==> src/rtl/irq_vec_pkg.sv <==
`timescale 1ns/1ps
package irq_vec_pkg;
  localparam int NUM_SRC  = 12;
  localparam int NUM_INT  = 8;
  localparam int NUM_EXT  = 4;
  localparam int NUM_POL  = 3;
  localparam int NUM_SHR  = 4;
  localparam int NUM_SLOT = 9;
  localparam int VEC_W    = 16;
  localparam int SLOT_W   = $clog2(NUM_SLOT);
  localparam int BRK_SLOT = NUM_SLOT - 1;
  localparam logic [VEC_W-1:0] VEC_TOP = 16'hFFFC;

  localparam int S_RX   = 0;
  localparam int S_EV1  = 1;
  localparam int S_TX   = 2;
  localparam int S_INT1 = 3;
  localparam int S_INT0 = 4;
  localparam int S_TMX  = 5;
  localparam int S_KEY  = 6;
  localparam int S_TM1  = 7;
  localparam int S_TM2  = 8;
  localparam int S_SIO  = 9;
  localparam int S_CNTR = 10;
  localparam int S_ADC  = 11;

  // first source of a slot
  function automatic int slot_pri(int s);
    case (s)
      1: return S_RX;
      2: return S_EV1;
      3: return S_TX;
      4: return S_INT0;
      5: return S_TMX;
      6: return S_TM1;
      7: return S_TM2;
      8: return S_CNTR;
      default: return 0;
    endcase
  endfunction

  // second source of a shared slot, equal to the first otherwise
  function automatic int slot_alt(int s);
    case (s)
      3: return S_INT1;
      5: return S_KEY;
      7: return S_SIO;
      8: return S_ADC;
      default: return slot_pri(s);
    endcase
  endfunction

  // select bit used by a slot, -1 when not shared
  function automatic int slot_sel(int s);
    case (s)
      3: return 0;
      5: return 1;
      7: return 2;
      8: return 3;
      default: return -1;
    endcase
  endfunction

  function automatic int int_src(int k);
    case (k)
      0: return S_RX;
      1: return S_EV1;
      2: return S_TX;
      3: return S_TMX;
      4: return S_TM1;
      5: return S_TM2;
      6: return S_SIO;
      default: return S_ADC;
    endcase
  endfunction

  function automatic int ext_src(int k);
    case (k)
      0: return S_INT0;
      1: return S_INT1;
      2: return S_CNTR;
      default: return S_KEY;
    endcase
  endfunction
endpackage

==> src/rtl/irq_edge_det.sv <==
`timescale 1ns/1ps
module irq_edge_det (
  input  logic clk_i,
  input  logic rst_ni,
  input  logic pin_i,
  input  logic rise_i,
  output logic evt_o
);
  logic s1_q, s2_q, lvl_prev_q, lvl;

  // active level normalised to 1; a polarity flip can itself make an edge
  assign lvl   = rise_i ? s2_q : ~s2_q;
  assign evt_o = lvl & ~lvl_prev_q;

  always_ff @(posedge clk_i or negedge rst_ni) begin
    if (!rst_ni) begin
      s1_q       <= 1'b0;
      s2_q       <= 1'b0;
      lvl_prev_q <= 1'b1;
    end else begin
      s1_q       <= pin_i;
      s2_q       <= s1_q;
      lvl_prev_q <= lvl;
    end
  end
endmodule

==> src/rtl/irq_req_bank.sv <==
`timescale 1ns/1ps
module irq_req_bank import irq_vec_pkg::*; (
  input  logic               clk_i,
  input  logic               rst_ni,
  input  logic [NUM_SRC-1:0] set_i,
  input  logic [NUM_SRC-1:0] clr_i,
  input  logic               en_wr_i,
  input  logic [NUM_SRC-1:0] en_i,
  output logic [NUM_SRC-1:0] req_o,
  output logic [NUM_SRC-1:0] en_o
);
  logic [NUM_SRC-1:0] req_q, en_q;

  always_ff @(posedge clk_i or negedge rst_ni) begin
    if (!rst_ni) begin
      req_q <= '0;
      en_q  <= '0;
    end else begin
      req_q <= (req_q & ~clr_i) | set_i;  // set wins
      if (en_wr_i) en_q <= en_i;
    end
  end

  assign req_o = req_q;
  assign en_o  = en_q;
endmodule

==> src/rtl/irq_prio_sel.sv <==
`timescale 1ns/1ps
module irq_prio_sel import irq_vec_pkg::*; (
  input  logic               rst_pend_i,
  input  logic               brk_pend_i,
  input  logic               iflag_i,
  input  logic [NUM_SRC-1:0] req_i,
  input  logic [NUM_SRC-1:0] en_i,
  input  logic [NUM_SHR-1:0] sel_i,
  output logic               hit_o,
  output logic [SLOT_W-1:0]  slot_o,
  output logic               brk_take_o,
  output logic [NUM_SRC-1:0] src_clr_o
);
  logic [NUM_SLOT-1:0] elig;
  logic [NUM_SRC-1:0]  clr_oh [NUM_SLOT];

  assign elig[0]   = rst_pend_i;
  assign clr_oh[0] = '0;

  for (genvar s = 1; s < NUM_SLOT; s++) begin : g_slot
    localparam int P  = slot_pri(s);
    localparam int A  = slot_alt(s);
    localparam int SB = slot_sel(s);
    logic take_alt, mask_ok, nmi;
    if (SB >= 0) begin : g_shr
      assign take_alt = sel_i[SB];
    end else begin : g_dir
      assign take_alt = 1'b0;
    end
    if (s == BRK_SLOT) begin : g_brk
      assign nmi = brk_pend_i;
    end else begin : g_nobrk
      assign nmi = 1'b0;
    end
    assign mask_ok   = ~iflag_i & (take_alt ? (req_i[A] & en_i[A]) : (req_i[P] & en_i[P]));
    assign elig[s]   = mask_ok | nmi;
    assign clr_oh[s] = take_alt ? (NUM_SRC'(1) << A) : (NUM_SRC'(1) << P);
  end

  always_comb begin
    hit_o  = 1'b0;
    slot_o = '0;
    for (int s = NUM_SLOT - 1; s >= 0; s--) begin
      if (elig[s]) begin
        hit_o  = 1'b1;
        slot_o = SLOT_W'(s);
      end
    end
  end

  always_comb begin
    brk_take_o = hit_o && (slot_o == SLOT_W'(BRK_SLOT)) && brk_pend_i;
    src_clr_o  = (hit_o && !brk_take_o) ? clr_oh[slot_o] : '0;
  end
endmodule

==> src/rtl/irq_vec_ctrl.sv <==
`timescale 1ns/1ps
module irq_vec_ctrl import irq_vec_pkg::*; (
  input  logic               clk_i,
  input  logic               rst_ni,
  input  logic [NUM_INT-1:0] int_evt_i,
  input  logic [NUM_EXT-1:0] ext_i,
  input  logic               brk_i,
  input  logic               ack_i,
  input  logic               en_wr_i,
  input  logic [NUM_SRC-1:0] en_i,
  input  logic               req_clr_i,
  input  logic [NUM_SRC-1:0] req_clr_mask_i,
  input  logic               sel_wr_i,
  input  logic [NUM_SHR-1:0] sel_i,
  input  logic               pol_wr_i,
  input  logic [NUM_POL-1:0] pol_i,
  input  logic               iflag_wr_i,
  input  logic               iflag_i,
  output logic               irq_o,
  output logic [VEC_W-1:0]   vec_o,
  output logic               iflag_o,
  output logic [NUM_SRC-1:0] req_o
);
  logic               rst_pend_q, brk_q, iflag_q;
  logic [NUM_SHR-1:0] sel_q;
  logic [NUM_POL-1:0] pol_q;
  logic [NUM_EXT-1:0] ext_evt;
  logic [NUM_SRC-1:0] src_set, src_clr, ack_clr, en_q, req_q;
  logic               hit, brk_take, take;
  logic [SLOT_W-1:0]  slot;

  for (genvar c = 0; c < NUM_EXT; c++) begin : g_ext
    logic rise;
    if (c < NUM_POL) begin : g_prog
      assign rise = pol_q[c];
    end else begin : g_fall
      assign rise = 1'b0;
    end
    irq_edge_det u_det (
      .clk_i (clk_i),
      .rst_ni(rst_ni),
      .pin_i (ext_i[c]),
      .rise_i(rise),
      .evt_o (ext_evt[c])
    );
  end

  always_comb begin
    src_set = '0;
    for (int k = 0; k < NUM_INT; k++) src_set[int_src(k)] = int_evt_i[k];
    for (int k = 0; k < NUM_EXT; k++) src_set[ext_src(k)] = ext_evt[k];
  end

  assign take    = ack_i & hit;
  assign src_clr = (req_clr_i ? req_clr_mask_i : '0) | (take ? ack_clr : '0);

  irq_req_bank u_bank (
    .clk_i  (clk_i),
    .rst_ni (rst_ni),
    .set_i  (src_set),
    .clr_i  (src_clr),
    .en_wr_i(en_wr_i),
    .en_i   (en_i),
    .req_o  (req_q),
    .en_o   (en_q)
  );

  irq_prio_sel u_prio (
    .rst_pend_i(rst_pend_q),
    .brk_pend_i(brk_q),
    .iflag_i   (iflag_q),
    .req_i     (req_q),
    .en_i      (en_q),
    .sel_i     (sel_q),
    .hit_o     (hit),
    .slot_o    (slot),
    .brk_take_o(brk_take),
    .src_clr_o (ack_clr)
  );

  always_ff @(posedge clk_i or negedge rst_ni) begin
    if (!rst_ni) begin
      rst_pend_q <= 1'b1;
      brk_q      <= 1'b0;
      iflag_q    <= 1'b1;
      sel_q      <= '0;
      pol_q      <= '0;
    end else begin
      if (take && slot == '0) rst_pend_q <= 1'b0;
      brk_q <= brk_i | (brk_q & ~(take & brk_take));
      if (take)            iflag_q <= 1'b1;
      else if (iflag_wr_i) iflag_q <= iflag_i;
      if (sel_wr_i) sel_q <= sel_i;
      if (pol_wr_i) pol_q <= pol_i;
    end
  end

  assign irq_o   = hit;
  assign vec_o   = VEC_TOP - (VEC_W'(slot) << 1);
  assign iflag_o = iflag_q;
  assign req_o   = req_q;
endmodule

==> config.mk <==
export PLATFORM = sky130hd
export DESIGN_NAME = irq_vec_ctrl
export DESIGN_NICKNAME = d
export VERILOG_FILES = /design/src/rtl/irq_vec_pkg.sv /design/src/rtl/irq_edge_det.sv /design/src/rtl/irq_req_bank.sv /design/src/rtl/irq_prio_sel.sv /design/src/rtl/irq_vec_ctrl.sv
export SDC_FILE = /design/constraint.sdc
export NUM_CORES = 1
export LEC_CHECK = 0
export BUFFER_PORTS_ARGS = -buffer_cell sky130_fd_sc_hd__buf_2
export CORE_MARGIN = 1
export CORE_UTILIZATION = 35
export CTS_CLUSTER_SIZE = 40
export DETAILED_ROUTE_END_ITERATION = 8
export GPL_TIMING_DRIVEN = 0
export SLEW_MARGIN = 10
export SYNTH_ARGS = -nofsm -noshare
export SYNTH_HDL_FRONTEND = slang
export SYNTH_SLANG_ARGS = --single-unit
==> constraint.sdc <==
create_clock -name clk_i -period 2.3 [get_ports clk_i]
set_input_delay 0.46 -clock clk_i [delete_from_list [all_inputs] [get_ports clk_i]]
set_output_delay 0.46 -clock clk_i [all_outputs]
set_load 0.01 [all_outputs]
; Word level (Yosys, flattened, before mapping)
; Cells that the tools add are included.
[totals]
ram_bits = 0
latchBits = 0
rom_bits = 0
regBits = 46
mem_count = 0
in_bits = 53
[op_classes]
muxes = 37
eq_ne = 1
n_reduce_logical = 7
shifts = 0
mul = 0
bitwise_logic = 44
add_sub_neg = 1
order_cmp = 1
div = 0
[ops]
columns = operator, n
row1 = 12-bit two-way mux, 6
row2 = 12-bit binary-select mux with 4-bit select, 1
row3 = 4-bit two-way mux, 10
row4 = 1-bit AND, 27
row5 = 12-bit OR, 2
row6 = 1-bit two-way mux, 18
row7 = 12-bit AND, 1
row8 = 12-bit NOT, 1
row9 = 10-bit two-way mux, 1
row10 = 1-bit NOT, 10
row11 = 7-bit two-way mux, 1
row12 = "3-bit by 6-bit subtractor with 7-bit output, first input constant", 1
row13 = "5-bit greater-or-equal comparator, second input constant", 1
row14 = 4-bit NOT with 5-bit output, 1
row15 = "4-bit == test, second input constant", 1
row16 = 1-bit logical AND, 4
row17 = 4-bit zero test, 1
row18 = 1-bit OR, 2
row19 = 2-bit nonzero test, 1
row20 = 1-bit zero test, 1

; Longest topological paths before layout
; Gate-level depths: netlist (run 1).
[depth]
word_depth = 24
depth_mapped = 11

; Modules after synthesis
; A second synthesis (run 1) with hierarchy kept.
[hier_totals]
hier_cells = 200
area_unflattened_um2 = 2369.8
[by_module_without_submodules]
columns = module, seq_area_each_um2, instances, area_per_inst_um2, cells_per_inst
row1 = irq_req_bank, 600.6, 1, 919.6, 61
row2 = irq_vec_ctrl, 252.7, 1, 656.9, 61
row3 = irq_prio_sel, 0.0, 1, 417.9, 58
row4 = irq_edge_det, 76.3, 4, 93.8, 5

; Least setup slack after synthesis (run 1)
; OpenSTA, ideal clock, no wires.
[synth_timing]
kind = register to register
from = register u_bank.req_q[7], in the netlist u_bank.req_o[7]
to = register u_bank.req_q[11], in the netlist u_bank.req_o[11]
period_less_slack_ps = 2472
path_buffers = 0
required_time_ps = 2169
slack_ps = -172
stages_incl_launch_ff = 11
setup_time_ps = 131
arrival_time_ps = 2341
cell_sequence = dfrtp_1 a221o_1 a21oi_1 a2111oi_2 a211oi_1 inv_1 ha_1 nor2b_1 o21ai_0 nor3_1 a31oi_1
[synth_between]
elab_chain_len = 20
word_cells_on_any_way = 32
cone_classes = eq/ne (1) / mux (19) / bitwise (8) / reduce/logical (4)
[synth_rtl]
columns = item, line_no
row1 = from (decl), irq_req_bank.sv:12  ; logic [NUM_SRC-1:0] req_q, en_q;
row2 = from (signal assigned), irq_req_bank.sv:19  ; req_q <= (req_q & ~clr_i) | set_i;
row3 = 1-bit AND *, n/a
row4 = 1-bit AND *, irq_prio_sel.sv:35  ; assign mask_ok = ~iflag_i & (take_alt ? (req_i[A] & en_i[A]) : (req_i[P] & en_i[P]));
row5 = branches (longest 13 deep; another with 12-bit binary-select mux with 4-bit select), n/a
row6 = 12-bit two-way mux *, irq_vec_ctrl.sv:55  ; assign src_clr = (req_clr_i ? req_clr_mask_i : '0) | (take ? ack_clr : '0);
row7 = 12-bit OR *, irq_vec_ctrl.sv:55
row8 = 12-bit NOT *, irq_req_bank.sv:19
row9 = 12-bit AND *, irq_req_bank.sv:19
row10 = 12-bit OR *, irq_req_bank.sv:19
; Mark *: on every way between the ends. The select of a mux whose other input is x is not followed.
; A chain may end at the register's enable or synchronous reset.

; Worst setup path after layout (run 1)
[layout_timing]
from = register u_bank.req_q[7], in the netlist u_bank.req_o[7]
to = output vec_o[3]
[layout_between]
elab_chain_len = 10
[layout_rtl]
columns = item, line_no
row1 = 1-bit AND, n/a
row2 = 1-bit AND, irq_prio_sel.sv:35
row3 = 4-bit two-way mux (7 in series), irq_prio_sel.sv:44  ; if (elig[s]) begin
row4 = 3-bit by 6-bit subtractor with 7-bit output, irq_vec_ctrl.sv:99  ; assign vec_o = VEC_TOP - (VEC_W'(slot) << 1);
row5 = to (decl), irq_vec_ctrl.sv:20  ; output logic [VEC_W-1:0] vec_o,
; Every way passes these cells.

==> results.yml, run 1 <==
run_status:
  status: "finished with violations"
  violations: "setup timing"
die:
  start_util_pct: 36.5
  die_w_um: 81.1
  rows: 28
  die_area_um2: 6570
  chipHeight_um: 81.1
  ioPinCount: 83
  core_region_area_um2: 5990
clocking:
  numCtsBuffers: 5
  path_clk_slew_ps: 80
  cts-htree-levels: 2
  cts_tree: "yes"
  cts_hold_buf: 0
  cts_num_sinks: 46
  cts_buffer_depth: 2
  clkLatencyLatePin_ps: 300
  cts-root-buf: "clkbuf_8"
synth:
  yosys.cell_count.top_type: "dfrtp_1"
  synth_cell_type_count: 43
  synth_top_cell_area_share_pct: 45.7
  synth-async-reset-ratio_pct: 100
  yosys.area.top_type: "dfrtp_1"
  synthesis.area_um2: 2190
  synthCells: 197
  synth-edff-count: 0
  ys.flop_type: "dfrtp_1"
  yosysSeqAreaShare_pct: 52.9
  synth_area_leaders: "dfrtp_1 46%, mux2_2 9.8%, dfstp_2 7.2%, buf_4 4.5%, nand2_1 3.8%"
  ys_ff_latch: 46
  synthTopCellsByCount: "40 x dfrtp_1, 22 x nand2_1, 19 x mux2_2"
  ys_warn_count: 0
  avgSynthCellArea_um2: 11.1
finish:
  fin_util_pct: 51.4
  n_antenna_cell: 0
  area.growth.synth_to_final_pct: 40.8
  drive_gt1_share_pct: 53.0
  layout.nets: 360
power:
  power_w: 0.00218
  p_leak_nw: 1.40
  pwr_density_cell_nw_per_um2: 709
  peakVddDrop_v: 0.000471
worst_setup_path:
  crit_fanout: 4
  critPathRequiredTime_ps: 1840
  end_kind: "output port"
  worstPathArrival_ps: 2040
  crit_type: "register to output port"
  start_kind: "register"
  reg2reg_from: "u_bank.req_o[7]$_DFF_PN0_"
  r2r_slack_ps: 20
  crit_start: "u_bank.req_o[7]$_DFF_PN0_"
placed_design:
  port_buffers: 69
  hpwl_um: 3780
  place_congestion: 0.827
hold_path:
  hold_start: "ext_i[2]"
  hold_class: "primary input to register"
global_routing:
  grt_overflow: 0
  grt_use_total_pct: 17.0
  grt_max_degree: 47
  antenna_found_initial: 0
  grt_pass1_wl_um: 8270
  grt_pass1_vias: 1745
sta:
  fin_crit_sh_pct: 109
  rsz0062_at_grt: "yes"
  worst_slew_pin_slew_ps: 1020
  fin_ws_ps: -198
  layout_min_cycle_time_ps: 2500
  fmax_ghz: 0.400
  report.final.slew_viol_count: 0
  holdWs_ps: 263
  skew_ps: 4.03
  finalHoldViolations: 0
  relSlewSlack_pct: 32.2
  setup_viol: 4
route:
  drt_iter0_markers: 54
  drc: 0
  vias: 1813
  viasPerCell: 4.78
  avgRoutedWirePerCell_um: 13.8
  antenna_left: 0
  drt_first_pass_iters: 4
  drt_wl_total_um: 5230
job:
  cap_viol_max_count: 0
[state kept, by name, indices dropped and copies added, names as in the netlist]
signal and count:
u_bank.req_o 12, u_bank.en_o 12, iflag_o 1, g_ext.u_det.lvl_prev_q 4, g_ext.u_det.s1_q 4, g_ext.u_det.s2_q 4
brk_q 1, pol_q 3, rst_pend_q 1, sel_q 4
[what timing repair did]
item                       in CTS  in global routing
buffers inserted               14                  6
pin swaps                       8                  9
gates resized for setup        22                 10
setup endpoints to repair       9                  9
[per-stage QoR]
step                      setup slack (ps)  setup TNS [ps]  area, um2  instances
final                                 -198            -596       3080        379
after global routing                  -304           -1260       3080        379
after CTS                             -214            -694       3000        373
after detailed placement              -284            -956       2690        351
after global placement                -256            -904       2690        351
after floorplan                      -27.4           -50.6       2250        207
[cell usage in the layout, fill, tap and decap left out, drive strengths merged, types with 2 or more instances in the layout]
cell    Yosys  final
clkbuf      2      9
ha          4      4
nand3       7      7
dfstp       6      6
a31o        4      4
a21oi      14     14
dfrtp      40     40
nand2      22     22
a221o       2      2
a31oi       2      2
nor3        3      3
nand3b      4      4
inv         8      8
and3        3      3
conb        2     12
buf        15    104
xnor2       4      4
nand2b      3      3
nor2        9      9
nor2b       2      2
a211oi      3      3
nand4b      3      3
mux2       19     19
[cell type report]
cell class                      count  area (um2)
Timing Repair Buffer               89         534
Clock buffer                        7        76.3
Tap cell                           75        93.8
Sequential cell                    46        1160
Multi-Input combinational cell    136        1030
Clock inverter                      1        30.0
Buffer                             17         124
Inverter                            8        32.5
Fill cell                         554        2910
[routing by layer]
layer	wire length, um	global-route usage [%]
met1	2410	22.6
met3	351	5.06
met5	0	0
met4	49	4.29
met2	2420	27.1
[power by group]
group	switching, W	total [W]	internal [W]
Clock	0.000255	0.000580	0.000325
Sequential	0.0000659	0.000966	0.000900
Combinational	0.000302	0.000638	0.000336
Total	0.000622	0.00218	0.00156
[critical path: stages, from the launching register on]
cell,delay [ps]
dfrtp_1,420
a221o_1,370
a21oi_2,180
a2111oi_4,60
a211oi_2,210
ha_2,240
xnor2_2,110
buf_2,140
[worst paths after layout]
path                                            endpoint  cells after the start
min in group asynchronous  g_ext[1].u_det.s1_q$_DFF_PN0_                      1
setup reg to reg              u_bank.req_o[10]$_DFF_PN0_                     11
max in group asynchronous      u_bank.req_o[4]$_DFF_PN0_                      1
hold reg to reg            g_ext[3].u_det.s2_q$_DFF_PN0_                      0
setup / recovery                                vec_o[3]                      7
hold / removal             g_ext[2].u_det.s1_q$_DFF_PN0_                      1
[kinds of logic (layout without fill, tap and decap cells)]
family          after synthesis  count (layout)  share of synthesized area, %
mux                          19              19                          9.78
xor+xnor                      4               4                          1.60
simple gates                 62              62                          15.1
other cells                   2              12                         0.343
flops                        46              46                          52.9
fa+ha+maj                     4               4                          2.29
buf+inv                      25             122                          6.57
compound gates               35              35                          11.4
Note: power is estimated with default switching activity, not from simulation.
==> run 2, diff against run 1 <==
--- a/config.mk
+++ b/config.mk
@@ -8,7 +8,6 @@
 export BUFFER_PORTS_ARGS = -buffer_cell sky130_fd_sc_hd__buf_2
 export CORE_MARGIN = 1
 export CORE_UTILIZATION = 35
-export CTS_CLUSTER_SIZE = 40
 export DETAILED_ROUTE_END_ITERATION = 8
 export GPL_TIMING_DRIVEN = 0
 export SLEW_MARGIN = 10
==> constraint.sdc (replaced) <==
create_clock -name clk_i -period 2.3 [get_ports clk_i]
set_input_delay 0.23 -clock clk_i [delete_from_list [all_inputs] [get_ports clk_i]]
set_output_delay 0.23 -clock clk_i [all_outputs]
set_load 0.01 [all_outputs]
==> results.yml, run 2 (same netlist as run 1, synthesis figures left out) <==
die:
  die_w_um: 81.1
  rows: 28
  die_area_um2: 6570
  ioPinCount: 83
  core_region_area_um2: 5990
  start_util_pct: 36.5
  chipHeight_um: 81.1
global_routing:
  antenna_found_initial: 0
  grt_pass1_wl_um: 8180
  grt_pass1_vias: 1686
  grt_use_total_pct: 16.7
  grt_overflow: 0
  grt_max_degree: 47
route:
  drt_wl_total_um: 5110
  wl_met2_um: 2400
  routed-wl-met3_um: 314
  drt-met1-wl_um: 2350
  avgRoutedWirePerCell_um: 13.7
  drc: 0
  top_layer: "met4"
  drt_iter0_markers: 80
  drt_first_pass_iters: 4
  viasPerCell: 4.77
  vias: 1776
  antenna_left: 0
worst_setup_path:
  worstPathArrival_ps: 2150
  path_common_cell: "buf_6"
  cp_slowest_cell: "dfstp_2"
  crit_fanout: 4
  crit_chain: "buf_6, nor2_2, a2111oi_4, a211oi_2, buf_4, ha_2, inv_2, buf_6"
  critPathRequiredTime_ps: 2070
  start_kind: "register"
  path_buf_inv: 4
  cp_top_family: "flip-flops"
  end_kind: "output port"
  crit_type: "register to output port"
  slowest_delay_ps: 580
run_status:
  violations: "setup timing"
  status: "finished with violations"
finish:
  final_common_cell: "buf_2"
  layout.nets: 353
  fin_util_pct: 49.4
  final_cell_area_um2: 2960
  drive_gt1_share_pct: 51.9
  area.growth.synth_to_final_pct: 35.3
  final_cell_mix: "69 x buf_2, 39 x dfrtp_1, 24 x buf_4"
  n_antenna_cell: 0
power:
  p_leak_nw: 1.34
  pwr_density_cell_nw_per_um2: 694
  peakVddDrop_v: 0.000381
job:
  cap_viol_max_count: 0
clocking:
  cts_tree: "yes"
  cts_buffer_depth: 2
  cts-root-buf: "clkbuf_8"
  numCtsBuffers: 5
  cts-htree-levels: 2
  clkLatencyLatePin_ps: 300
  cts_num_sinks: 46
  path_clk_slew_ps: 90
sta:
  fin_crit_sh_pct: 103
  worst_slew_pin_slew_ps: 1040
  skew_ps: 8.64
  relSlewSlack_pct: 30.5
  finalHoldViolations: 0
  fin_ws_ps: -77.7
  rsz0062_at_grt: "yes"
  final.setup.tns_ps: -149
  setup_viol: 2
  layout_min_cycle_time_ps: 2380
  report.final.slew_viol_count: 0
  fmax_ghz: 0.421
placed_design:
  placed_area_um2: 2670
  place_congestion: 0.736
  pre_cts_ws_ps: -261
  port_buffers: 69
  hpwl_um: 3630
hold_path:
  hold_class: "primary input to register"
[run 2: changes by cell type in the layout (fill, tap and decap cells not counted), moves of 2 or more]
cell,before,now
buf_2,66,69
buf_4,29,24
buf_6,7,3
clkbuf_1,4,2
inv_2,1,3
[run 2: final timing paths]
| check | startpoint | end | slack [ps] | cells after the start |
|---|---|---|---|---|
| worst max-delay path | iflag_o$_DFFE_PN1P_ | vec_o[2] | -80 | 8 |
| worst min-delay path | ext_i[1] | g_ext[1].u_det.s1_q$_DFF_PN0_ | 20 | 1 |
| worst max register to register | u_bank.req_o[4]$_DFF_PN0_ | u_bank.req_o[11]$_DFF_PN0_ | 50 | 11 |
| worst min register to register | g_ext[0].u_det.s1_q$_DFF_PN0_ | g_ext[0].u_det.s2_q$_DFF_PN0_ | 350 | 0 |
| max in group asynchronous | rst_ni | u_bank.req_o[4]$_DFF_PN0_ | 1490 | 1 |
| min in group asynchronous | rst_ni | g_ext[3].u_det.s2_q$_DFF_PN0_ | 90 | 1 |
[run 2: report_power, final]
| part | internal, W | switching (W) | leakage (nW) |
|---|---|---|---|
| sequential | 0.000900 | 0.0000655 | 0.512 |
| combinational | 0.000293 | 0.000285 | 0.787 |
| clock | 0.000220 | 0.000292 | 0.0447 |
[run 2: what timing repair did]
action | 4_1_cts | 5_1_grt
setup buffers | 10 | 3
hold buffers | 0 | 0
gates resized for setup | 13 | 12
pin swaps | 8 | 5
endpoints found under the setup margin | 10 | 6
[run 2: through the flow]
step / power (W) / cells / hold WS (ps)
3_5_place_dp: 0.00144 / 351 / 335
4_1_cts: 0.00204 / 369 / 13.7
6_report: 0.00205 / 372 / 23.2
5_1_grt: 0.00219 / 372 / 6.45
2_1_floorplan: 0.00125 / 207 / -65.6
3_3_place_gp: 0.00143 / 351 / 332
[run 2: final cells by class]
| class | count | area (um2) |
|---|---|---|
| Inverter | 8 | 30.0 |
| Fill cell | 603 | 3030 |
| Buffer | 17 | 118 |
| Timing Repair Buffer | 82 | 453 |
| Multi-Input combinational cell | 136 | 1010 |
| Sequential cell | 46 | 1160 |
| Clock buffer | 5 | 68.8 |
| Clock inverter | 3 | 25.0 |
| Tap cell | 75 | 93.8 |
[run 2: routing by layer]
metal / vias to the layer above / GRT usage [%]
li1: 869 / -
met1: 836 / 22.3
met2: 66 / 27.1
met3: 5 / 3.93
met4: 0 / 4.46
met5: - / 0
